--- src/rtl/nzcv_pkg.sv ---
package nzcv_pkg;
    typedef enum logic [2:0] {
        OP_ADD   = 3'd0,
        OP_ADC   = 3'd1,
        OP_SUB   = 3'd2,
        OP_SBC   = 3'd3,
        OP_LOGIC = 3'd4
    } flag_op_e;

    typedef struct packed {
        logic n;
        logic z;
        logic c;
        logic v;
    } nzcv_t;

    typedef struct packed {
        nzcv_t flags;
    } flag_state_t;
endpackage

--- src/rtl/nzcv_arith.sv ---
module nzcv_arith
    import nzcv_pkg::*;
#(
    parameter int WIDTH = 32
) (
    input  flag_op_e          op,
    input  logic [WIDTH-1:0]  opa,
    input  logic [WIDTH-1:0]  opb,
    input  logic [WIDTH-1:0]  res,
    input  logic              carry_in,
    input  logic              shift_carry,
    input  logic              v_hold,
    output nzcv_t             flags,
    output logic              op_known
);
    localparam int MSB = WIDTH - 1;

    logic [WIDTH-1:0] add_v_vec;
    logic [WIDTH-1:0] sub_v_vec;
    logic             res_lt_a;
    logic             res_eq_a;
    logic             a_gt_b;
    logic             a_eq_b;

    always_comb begin
        add_v_vec = (res ^ opa) & ~(opa ^ opb);
        sub_v_vec = (res ^ opa) & (opa ^ opb);
        res_lt_a  = res < opa;
        res_eq_a  = res == opa;
        a_gt_b    = opa > opb;
        a_eq_b    = opa == opb;

        flags.n   = res[MSB];
        flags.z   = (res == '0);
        flags.c   = 1'b0;
        flags.v   = 1'b0;
        op_known  = 1'b1;
        unique case (op)
            OP_ADD: begin
                flags.c = res_lt_a;
                flags.v = add_v_vec[MSB];
            end
            OP_ADC: begin
                flags.c = res_lt_a | (res_eq_a & carry_in);
                flags.v = add_v_vec[MSB];
            end
            OP_SUB: begin
                flags.c = a_gt_b | a_eq_b;
                flags.v = sub_v_vec[MSB];
            end
            OP_SBC: begin
                flags.c = a_gt_b | (a_eq_b & carry_in);
                flags.v = sub_v_vec[MSB];
            end
            OP_LOGIC: begin
                flags.c = shift_carry;
                flags.v = v_hold;
            end
            default: op_known = 1'b0;
        endcase
    end
endmodule

--- src/rtl/nzcv_gate.sv ---
module nzcv_gate (
    input  logic op_known,
    input  logic sf_valid,
    input  logic sf_value,
    input  logic in_cond_blk,
    output logic write_en
);
    always_comb begin
        if (!op_known)
            write_en = 1'b0;
        else if (sf_valid)
            write_en = sf_value;
        else
            write_en = ~in_cond_blk;
    end
endmodule

--- src/rtl/nzcv_flag_unit.sv ---
module nzcv_flag_unit
    import nzcv_pkg::*;
#(
    parameter int WIDTH = 32
) (
    input  logic             clk,
    input  logic             rst,
    input  logic [2:0]       op_sel,
    input  logic [WIDTH-1:0] opa,
    input  logic [WIDTH-1:0] opb,
    input  logic [WIDTH-1:0] res,
    input  logic             carry_in,
    input  logic             shift_carry,
    input  logic             sf_valid,
    input  logic             sf_value,
    input  logic             in_cond_blk,
    output logic [3:0]       flags_d,
    output logic             flag_we,
    output logic [3:0]       flags_q
);
    flag_state_t st_d, st_q;
    nzcv_t       calc_flags;
    logic        op_known;
    logic        write_en;

    nzcv_arith #(.WIDTH(WIDTH)) u_arith (
        .op          (flag_op_e'(op_sel)),
        .opa         (opa),
        .opb         (opb),
        .res         (res),
        .carry_in    (carry_in),
        .shift_carry (shift_carry),
        .v_hold      (st_q.flags.v),
        .flags       (calc_flags),
        .op_known    (op_known)
    );

    nzcv_gate u_gate (
        .op_known    (op_known),
        .sf_valid    (sf_valid),
        .sf_value    (sf_value),
        .in_cond_blk (in_cond_blk),
        .write_en    (write_en)
    );

    always_comb begin
        st_d = st_q;
        if (write_en)
            st_d.flags = calc_flags;
        flags_d = op_known ? calc_flags : st_q.flags;
        flag_we = write_en;
        flags_q = st_q.flags;
    end

    always_ff @(posedge clk) begin
        if (rst)
            st_q <= '0;
        else
            st_q <= st_d;
    end

    // a load copies the announced next flags
    p_load_r10: assert property (@(posedge clk) disable iff (rst)
        flag_we |=> flags_q == $past(flags_d));
    // no write enable, no change
    p_hold_r10: assert property (@(posedge clk) disable iff (rst)
        !flag_we |=> $stable(flags_q));
    // logical operations keep V
    p_logic_keeps_v_r7: assert property (@(posedge clk) disable iff (rst)
        (op_sel == 3'd4 && flag_we) |=> flags_q[0] == $past(flags_q[0]));
    // equal operands never borrow
    p_sub_equal_carry_r4: assert property (@(posedge clk) disable iff (rst)
        (op_sel == 3'd2 && opa == opb) |-> flags_d[1]);
    // explicit request decides
    p_explicit_req_r9: assert property (@(posedge clk) disable iff (rst)
        (op_sel <= 3'd4 && sf_valid) |-> flag_we == sf_value);
    // unused codes never write
    p_unused_code_r8: assert property (@(posedge clk) disable iff (rst)
        (op_sel > 3'd4) |-> !flag_we && flags_d == flags_q);
endmodule

--- config.mk ---
export PLATFORM = sky130hd
export DESIGN_NAME = nzcv_flag_unit
export DESIGN_NICKNAME = d
export VERILOG_FILES = /design/src/rtl/nzcv_pkg.sv /design/src/rtl/nzcv_arith.sv /design/src/rtl/nzcv_gate.sv /design/src/rtl/nzcv_flag_unit.sv
export SDC_FILE = /design/constraint.sdc
export NUM_CORES = 1
export LEC_CHECK = 0
export ABC_AREA = 1
export BUFFER_PORTS_ARGS = -buffer_cell sky130_fd_sc_hd__buf_4
export CORE_MARGIN = 2
export CORE_UTILIZATION = 45
export DETAILED_ROUTE_END_ITERATION = 6
export GPL_TIMING_DRIVEN = 0
export PLACE_DENSITY = 0.8
export SETUP_SLACK_MARGIN = 0.05
export SYNTH_ARGS = -nofsm -noshare
export SYNTH_HDL_FRONTEND = slang
export SYNTH_SLANG_ARGS = --single-unit
--- constraint.sdc ---
create_clock -name clk -period 1.9 [get_ports clk]
set_input_delay 0.38 -clock clk [delete_from_list [all_inputs] [get_ports clk]]
set_output_delay 0.38 -clock clk [all_outputs]
set_load 0.05 [all_outputs]
==> impl_results.md, run 1 <==
* Status: finished with violations
* Violations in the final reports: setup timing
* Async S/R FF share, synth at 0%
* Leakage power at between 2 and 2.5 nW
* Gpl congestion at around 0.83
* CTS tree: built
* CP Capture Type: output port
* Ys Warns at 0
* Area growth syn-to-layout at 80.0%
* Die area at between 0.005 and 0.006 mm²
* Crit Path Class: input pin to output port
* Setup Viol. Count Final at 1
* Initial antenna violation count at 0
* Iteration-0 DRC count of the detailed router at 81
* #FFs+latches synth at 4
* Clock share of power at between 15 and 20%
* GRT Util Overall at a little under a quarter
* Fmax at roughly 0.45 GHz
* Comb pwr share at about three quarters
* H-tree Lvls at 1
* Layout Skew at 0 ns
* Die Y at around 73 µm
* Fin. Hold Viols at 0
* Switch share at ~44%
* Share of layout cells above drive strength 1 at 46.9%
* Buffers on Ports at around 110
* Hold/Removal Path Class: input pin to flip-flop
* CTS clock-pin slew for the worst setup and hold paths at ~0.040 ns
* Clock buffer depth at 2
* NetSw at roughly 0.53 mW
* Peak VDD IR at roughly 0.25 mV
* Most frequent cells in the layout: 94 x buf_4, 79 x inv_1, 72 x nand2_1, 35 x ha_1, 29 x ha_4
* DRC violations left at 0
* Core Box Area at roughly 0.0047 mm²
* EDFF count, synth at 0
* Post-synthesis sequential area ratio at 3.70%
* Nets at ~650
* Post-CTS Hold Buffers at 0
* Std cell rows at 25
* Clock Latency Late Sink at between 0.2 and 0.25 ns
* Detailed-route wire length per cell at around 14 µm
* Max-cap viol count at 0
* Chip width at around 73 µm
* I/O pin total at around 120
* Fillers at around 330
* Largest net degree at the start of global routing at 7
* Overflow after GRT at 0
* Fin Setup TNS at -0.324 ns
* Most common cell after layout, fill and taps aside: buf_4
* Dpl ws at -0.397 ns
* Mapped cell area at roughly 0.0022 mm²
* Vias in the first global route at 2547
* Final core utilization at between 80% and 90%
* Antenna-violating nets left at 0
* Pins Over Slew Limit at 0
* Relative slew slack at between 60 and 70%
* PwrDens at 308 mW/mm²
* Fin crit share at 117%
* Final min period at about 2.2 ns
* Initial Util at 46.2%
* Worst slew pin tran at between 0.4 and 0.5 ns
* Worst Path Required at 1.52 ns
* Detailed Route WL at about 7.7 mm
* Drt via density at ~5
* Drt first pass iters at 4
* Worst Path Arrival at between 1.5 and 2 ns
* First-pass GRT wire length at 10.0 mm
* Post-Synthesis Mean Instance Area at around 6.0 µm²
* N_diodes at 0
* Max reg flops at 4
* Crit path launch type: input pin
* Post-DP HPWL at 5.14 mm
* Synth Flop Type: dfxtp_1
* Final Worst Setup Slack at -0.324 ns
* CTS Root Cell: clkbuf_8
* Post-Syn Nets at 533
* Total CTS buffers at 3
* Internal Pwr Total at about 0.67 mW
* Flop pwr share at approximately 8.0%
* Clock sinks at 4
* Syn Inst Count at 363
* Via Count at approximately 2700
* Largest fanout on the critical path at 2
* Synth cell types at 24
* RSZ-0062 raised after global routing: yes
metrics by stage:
stage	instance area [µm²]	hold slack (ns)	total power, mW	cells
after floorplan	2180	0.449	0.473	363
after global placement	3100	0.459	0.739	531
after detailed placement	3100	0.472	0.760	531
after CTS	3490	0.326	1.04	536
after global routing	3900	0.337	1.30	536
final	3900	0.329	1.20	536
Yosys cell counts, types with 4 or more instances:
library cell	number	area share [%]
o21ai_0	7	1.6
nand3_1	5	1.2
inv_2	6	1.0
ha_1	64	37
dfxtp_1	4	3.7
a21oi_1	29	6.7
nor2_1	22	3.8
nor2_2	4	1.2
nor4_1	8	2.3
inv_1	95	16
nand4_1	7	2.0
nand2_2	6	1.7
nand2_1	89	15
power by group through the flow:
stage	registers [mW]	clock network [mW]	logic, mW
after floorplan	0.115	0	0.358
after global placement	0.0958	0	0.644
after detailed placement	0.0962	0	0.664
after CTS	0.0950	0.192	0.754
after global routing	0.0962	0.202	1.00
final	0.0962	0.191	0.913
cell families after synthesis:
group,after synthesis,synth area share [%]
simple gates,146,29.7
buf+inv,103,18.0
fa+ha+maj,64,37.0
compound gates,46,11.6
flops,4,3.70
what timing repair did:
item,in CTS,in global routing
resized for setup,58,80
setup endpoints to repair,2,2
pin swaps,38,46
buffers inserted,2,0
routing by layer:
metal | global-route usage [%] | up-vias | share of wire [%]
li1 | - | 1385 | -
met1 | 26.0 | 1223 | 38
met2 | 46.2 | 112 | 55
met3 | 2.47 | 17 | 5.0
met4 | 2.42 | 0 | 1.5
met5 | 0 | - | 0
worst paths after layout:
check / depth (start not counted) / startpoint / endpoint / slack (ns)
hold reg to reg: 2 / flags_q[3] / flags_q[3] / 0.51
hold / removal: 2 / rst / flags_q[0] / 0.33
setup / recovery: 13 / opa[25] / flags_d[1] / -0.32
setup reg to reg: 4 / flags_q[1] / flags_q[1] / 1.15
critical path, cell delays in order:
cell       delay, ns
buf_4           0.12
ha_1            0.31
nand2_1         0.07
nand2_1         0.08
nand3_2         0.07
nand2_1         0.08
a21oi_2         0.15
nand2_1         0.07
nor2_2          0.09
nand2_2         0.06
nand2_2         0.07
o2111ai_2       0.11
buf_6           0.18
final cells by class:
type | instances | area, µm² | share of cell area (%)
plain buffers | 1 | 7.51 | 0.193
repair buffers | 116 | 980 | 25.1
clock buffers | 3 | 41.3 | 1.06
multi-input cells | 256 | 2330 | 59.8
flip-flops and latches | 4 | 80.1 | 2.05
inverters | 102 | 393 | 10.1
well taps | 54 | 67.6 | 1.73
Power figures use the tool's default switching activity.
==> run 2: changes to the inputs <==
--- a/config.mk
+++ b/config.mk
@@ -13,6 +13,7 @@
 export GPL_TIMING_DRIVEN = 0
 export PLACE_DENSITY = 0.8
 export SETUP_SLACK_MARGIN = 0.05
+export SKIP_CTS_REPAIR_TIMING = 1
 export SYNTH_ARGS = -nofsm -noshare
 export SYNTH_HDL_FRONTEND = slang
 export SYNTH_SLANG_ARGS = --single-unit
==> run 2 against run 1 <==
  * The run still ends with setup timing left
  * Final cell count is the same
  * Via count shrank 1.3%
  * Non-clock buffer count is the same
  * Worst hold slack gained 0.013 ns
  * Wire length shrank 10%
  * Register-to-register slack gained 0.02 ns
  * Sequential share of layout area grew 0.11 points
  * Global-route usage shrank 2.3 points
  * Clock skew is the same
  * Clock power is essentially flat
  * Largest power group unchanged
==> impl_results.md, run 2 (synthesis results as in run 1) <==
* Status: finished with violations
* Violations in the final reports: setup timing
* Clock sinks at 4
* Largest net degree at the start of global routing at 7
* Initial antenna violation count at 0
* CP Capture Type: output port
* Worst Path Required at 1.52 ns
* CP cell instances: buf_6, ha_1, nand2_1, nand2_1, nand3_1, nand2_1, a21oi_2, nand2_1, nor2_1, nand2_2, nand2_2, o2111ai_2, buf_6
* Placed standard-cell area at about 0.0031 mm²
* Most frequent cells in the layout: 102 x buf_4, 77 x inv_1, 73 x nand2_1, 36 x ha_1, 28 x ha_4
* GRT Util Overall at 20.6%
* Crit path top cell by count: nand2_1
* Hold/Removal Path Class: input pin to flip-flop
* Crit path launch type: input pin
* Met3 Routed Length at ~360 µm
* Worst Path Arrival at 1.88 ns
* Antenna-violating nets left at 0
* Total CTS buffers at 3
* Peak VDD IR at ~0.33 mV
* N_diodes at 0
* Most common cell after layout, fill and taps aside: buf_4
* CTS clock-pin slew for the worst setup and hold paths at 0.03 ns
* Die area at around 0.0054 mm²
* Max reg flops at 4
* Worst path slowest cell: ha_1
* Clock Latency Late Sink at around 0.22 ns
* Clock buffer depth at 2
* Hold slack at roughly 0.34 ns
* WP buf/inv at 2
* DRC violations left at 0
* Layout Skew at 0 ns
* Largest fanout on the critical path at 2
* H-tree Lvls at 1
* Buffers on Ports at ~110
* Drt first pass iters at 4
* Max stage delay on crit path at about 0.31 ns
* Setup Viol. Count Final at 2
* Leakage power at between 2 and 2.5 nW
* I/O pin total at between 100 and 150
* Drt via density at roughly 5.0
* Detailed Route WL at just under 7 mm
* Pins Over Slew Limit at 0
* Share of layout cells above drive strength 1 at roughly 45%
* First-pass GRT wire length at between 9 and 10 mm
* Die Y at about 73 µm
* Final Worst Setup Slack at -0.358 ns
* RSZ-0062 raised after global routing: yes
* Max-cap viol count at 0
* Post-DP HPWL at roughly 5.1 mm
* CTS Root Cell: clkbuf_8
* Relative slew slack at 71.5%
* Vias in the first global route at between 2000 and 2500
* Via Count at roughly 2700
* CTS tree: built
* Fin. Hold Viols at 0
* Nets at between 600 and 700
* Worst slew pin tran at around 0.42 ns
* Area growth syn-to-layout at 70.9%
* Fmax at 0.443 GHz
* Detailed-route wire length per cell at 12.8 µm
* Initial Util at 46.2%
* Overflow after GRT at 0
* Chip width at ~73 µm
* Core Box Area at around 0.0047 mm²
* DR top layer: met4
* Iteration-0 DRC count of the detailed router at just over 70
* Std cell rows at 25
* Met2 Wirelength at around 3.7 mm
* PwrDens at just over 300 mW/mm²
* Crit Path Class: input pin to output port
* Metal-1 WL at 2.76 mm
* Gpl congestion at between 0.8 and 0.9
* Fin crit share at 119%
* Final min period at ~2.3 ns
* Final instance area at ~0.0037 mm²
* Top cell family by delay on the critical path: simple AND/OR/NAND/NOR gates
==> run 2: changes by cell type in the layout (fill, tap and decap cells not counted), sizes merged <==
| cell | before | now |
|---|---|---|
| clkinv | 1 | 0 |
| inv | 101 | 102 |
==> run 2: worst paths after layout <==
kind                                  from          to  slack (ns)  cells past startpoint
worst max register to register  flags_q[0]  flags_q[0]        1.17                      2
worst min register to register  flags_q[3]  flags_q[3]        0.48                      2
worst max-delay path               opa[25]  flags_d[1]       -0.36                     13
worst min-delay path                   rst  flags_q[0]        0.34                      2
==> run 2: final cells by class <==
class	instances	area, µm²
multi-input cells	256	2170
fillers	354	991
plain buffers	1	7.51
flip-flops and latches	4	80.1
clock buffers	3	41.3
inverters	102	395
repair buffers	116	942
well taps	54	67.6
==> run 2: worst register-to-register path, stage by stage, from the launching register on <==
cell and delay, ns:
dfxtp_1 0.35, o21ai_0 0.12, a21oi_1 0.18
==> run 2: power breakdown <==
group / internal, mW / switching, mW / total [mW] / leakage, nW
combinational: 0.412 / 0.430 / 0.841 / 2.00
clock: 0.136 / 0.0525 / 0.188 / 0.0216
sequential: 0.0912 / 0.00391 / 0.0951 / 0.0329
==> run 2: per-stage QoR <==
step | setup slack, ns | instances | setup TNS, ns | total power, mW | util [%]
6_report | -0.358 | 536 | -0.477 | 1.12 | 78.9
5_1_grt | -0.461 | 536 | -0.651 | 1.23 | 78.9
3_3_place_gp | -0.402 | 531 | -0.552 | 0.739 | 66.1
4_1_cts | -0.403 | 534 | -0.582 | 0.955 | 66.9
3_5_place_dp | -0.397 | 531 | -0.573 | 0.760 | 66.1
2_1_floorplan | -0.208 | 363 | -0.208 | 0.473 | -
==> run 2: routing by layer <==
| metal | global-route usage (%) | up-vias |
|---|---|---|
| li1 | - | 1382 |
| met1 | 24.5 | 1210 |
| met2 | 39.6 | 99 |
| met3 | 2.74 | 10 |
| met4 | 3.03 | 0 |
| met5 | 0 | - |
==> run 3: changes to the inputs <==
--- a/config.mk
+++ b/config.mk
@@ -12,6 +12,7 @@
 export DETAILED_ROUTE_END_ITERATION = 6
 export GPL_TIMING_DRIVEN = 0
 export PLACE_DENSITY = 0.8
+export REMOVE_ABC_BUFFERS = 1
 export SETUP_SLACK_MARGIN = 0.05
 export SKIP_CTS_REPAIR_TIMING = 1
 export SYNTH_ARGS = -nofsm -noshare
==> constraint.sdc (replaced) <==
create_clock -name clk -period 1.9 [get_ports clk]
set_input_delay 0.38 -clock clk [delete_from_list [all_inputs] [get_ports clk]]
set_output_delay 0.38 -clock clk [all_outputs]
set_load 0.005 [all_outputs]
==> run 3 against run 2 <==
  * The flow still finishes with violations (setup timing)
  * Sequential cell count is the same
  * Global-route usage fell by 0.16 points
  * Worst hold slack better by 0.0037 ns
  * Final cell count rose by 0.37%
  * Clock-buffer cell count unchanged
  * Core utilization down 3.2 points
  * Power is 11% lower
  * Via count down 0.44%
==> impl_results.md, run 3 (synthesis results as in run 1) <==
* First-pass GRT wire length at 9.12 mm
* Largest net degree at the start of global routing at 7
* Internal Pwr Total at 0.600 mW
* Total power at around 1 mW
* Most frequent cells in the layout: 111 x buf_4, 88 x inv_1, 80 x nand2_1, 49 x ha_1, 27 x a21oi_1
* Leakage power at approximately 2.0 nW
* WP buf/inv at 3
* Peak VDD IR at around 0.55 mV
* Crit path launch type: input pin
* R2R setup slack at roughly 1.2 ns
* DRC violations left at 0
* N_diodes at 0
* Fin. Hold Viols at 0
* Initial antenna violation count at 0
* Clock Latency Late Sink at 0.22 ns
* Max stage delay on crit path at approximately 0.32 ns
* Switch share at about two fifths
* Share of layout cells above drive strength 1 at a little under 40%
* Gpl congestion at between 0.7 and 0.8
* Fillers at 372
* Crit Path Class: input pin to output port
* Hold/Removal Path Class: input pin to flip-flop
* Chip width at roughly 73 µm
* Buffers on Ports at between 100 and 150
* Max-cap viol count at 0
* CTS tree: built
* I/O pin total at ~120
* Std cell rows at 25
* Status: finished with violations
* Clock buffer depth at 2
* RSZ-0062 raised after global routing: yes
* Relative slew slack at between 60% and 70%
* Pins Over Slew Limit at 0
* Max reg flops at 4
* Die Y at 73.4 µm
* Most common cell after layout, fill and taps aside: buf_4
* Antenna-violating nets left at 0
* Worst Path Required at ~1.5 ns
* Clock share of power at approximately 18%
* Violations in the final reports: setup timing
* Iteration-0 DRC count of the detailed router at 68
* Worst slew pin tran at between 0.4 and 0.5 ns
* Flop pwr share at about a tenth
* Core Box Area at roughly 0.0047 mm²
* Vias in the first global route at approximately 2400
* Worst Path Arrival at around 1.9 ns
* PwrDens at ~280 mW/mm²
* Final min period at approximately 2.3 ns
* Post-DP HPWL at around 5.2 mm
* Hold slack at roughly 0.35 ns
* Drt via density at roughly 5
* Die area at between 0.005 and 0.006 mm²
* Final Worst Setup Slack at -0.374 ns
* Comb pwr share at 72.9%
* Layout Skew at 0 ns
* Via Count at about 2700
* CP cell instances: buf_4, ha_1, nand2_2, nor2_4, buf_4, a21oi_2, nand2_1, nor2_1, nand2_2, nand2_2, o2111ai_2, buf_4
* Largest fanout on the critical path at 2
* H-tree Lvls at 1
* Clock sinks at 4
* Top cell family by delay on the critical path: simple AND/OR/NAND/NOR gates
* CTS clock-pin slew for the worst setup and hold paths at around 0.030 ns
* Dpl ws at -0.390 ns
* Initial Util at 46.2%
* Detailed-route wire length per cell at ~12 µm
* Total CTS buffers at 3
* CP Capture Type: output port
* Placed standard-cell area at about 0.0031 mm²
* Setup Viol. Count Final at 2
* Final instance area at around 0.0036 mm²
* Worst path slowest cell: ha_1
* Fin Setup TNS at -0.387 ns
* Fin crit share at 120%
* Detailed Route WL at around 6.6 mm
* Drt first pass iters at 5
* CTS Root Cell: clkbuf_8
* GRT Util Overall at about a fifth
* NetSw at around 0.4 mW
* Nets at between 600 and 700
* Area growth syn-to-layout at 64.0%
* Fmax at roughly 0.44 GHz
* Overflow after GRT at 0
==> run 3: changes by cell type in the layout (fill, tap and decap cells not counted), sizes merged <==
cell / delta
buf: +2
inv: -1
clkinv: +1
==> run 3: metal layers <==
| layer | GRT usage, % | share of wire (%) | vias to the layer above |
|---|---|---|---|
| met2 | 41.2 | 53 | 107 |
| met3 | 3.70 | 7.1 | 13 |
| met4 | 0.808 | 1.6 | 0 |
| li1 | - | - | 1384 |
| met5 | 0 | 0 | - |
| met1 | 23.0 | 38 | 1185 |
==> run 3: stage by stage <==
| step | utilization (%) | instances |
|---|---|---|
| floorplan | - | 362 |
| detailed placement | 65.7 | 530 |
| finish | 75.7 | 538 |
| global route | 75.7 | 538 |
| global placement | 65.7 | 530 |
| CTS | 66.6 | 533 |
==> run 3: power groups by stage <==
stage	logic [mW]	registers (mW)	clock network, mW
after floorplan	0.314	0.0964	0
after global placement	0.580	0.0959	0
after detailed placement	0.601	0.0964	0
after CTS	0.605	0.0953	0.179
after global routing	0.817	0.0956	0.183
final	0.728	0.0953	0.176
==> run 3: cell type report <==
cell class | instances | area (µm²) | area share, %
clock buffers | 3 | 41.3 | 1.16
inverters | 102 | 388 | 10.9
multi-input cells | 256 | 2050 | 57.7
flip-flops and latches | 4 | 80.1 | 2.25
well taps | 54 | 67.6 | 1.90
repair buffers | 119 | 927 | 26.1
==> run 3: final timing paths <==
kind / startpoint / endpoint / cells after the start
worst max-delay path: opa[29] / flags_d[1] / 12
worst min-delay path: rst / flags_q[0] / 2
worst max register to register: flags_q[1] / flags_q[1] / 4
worst min register to register: flags_q[3] / flags_q[3] / 2
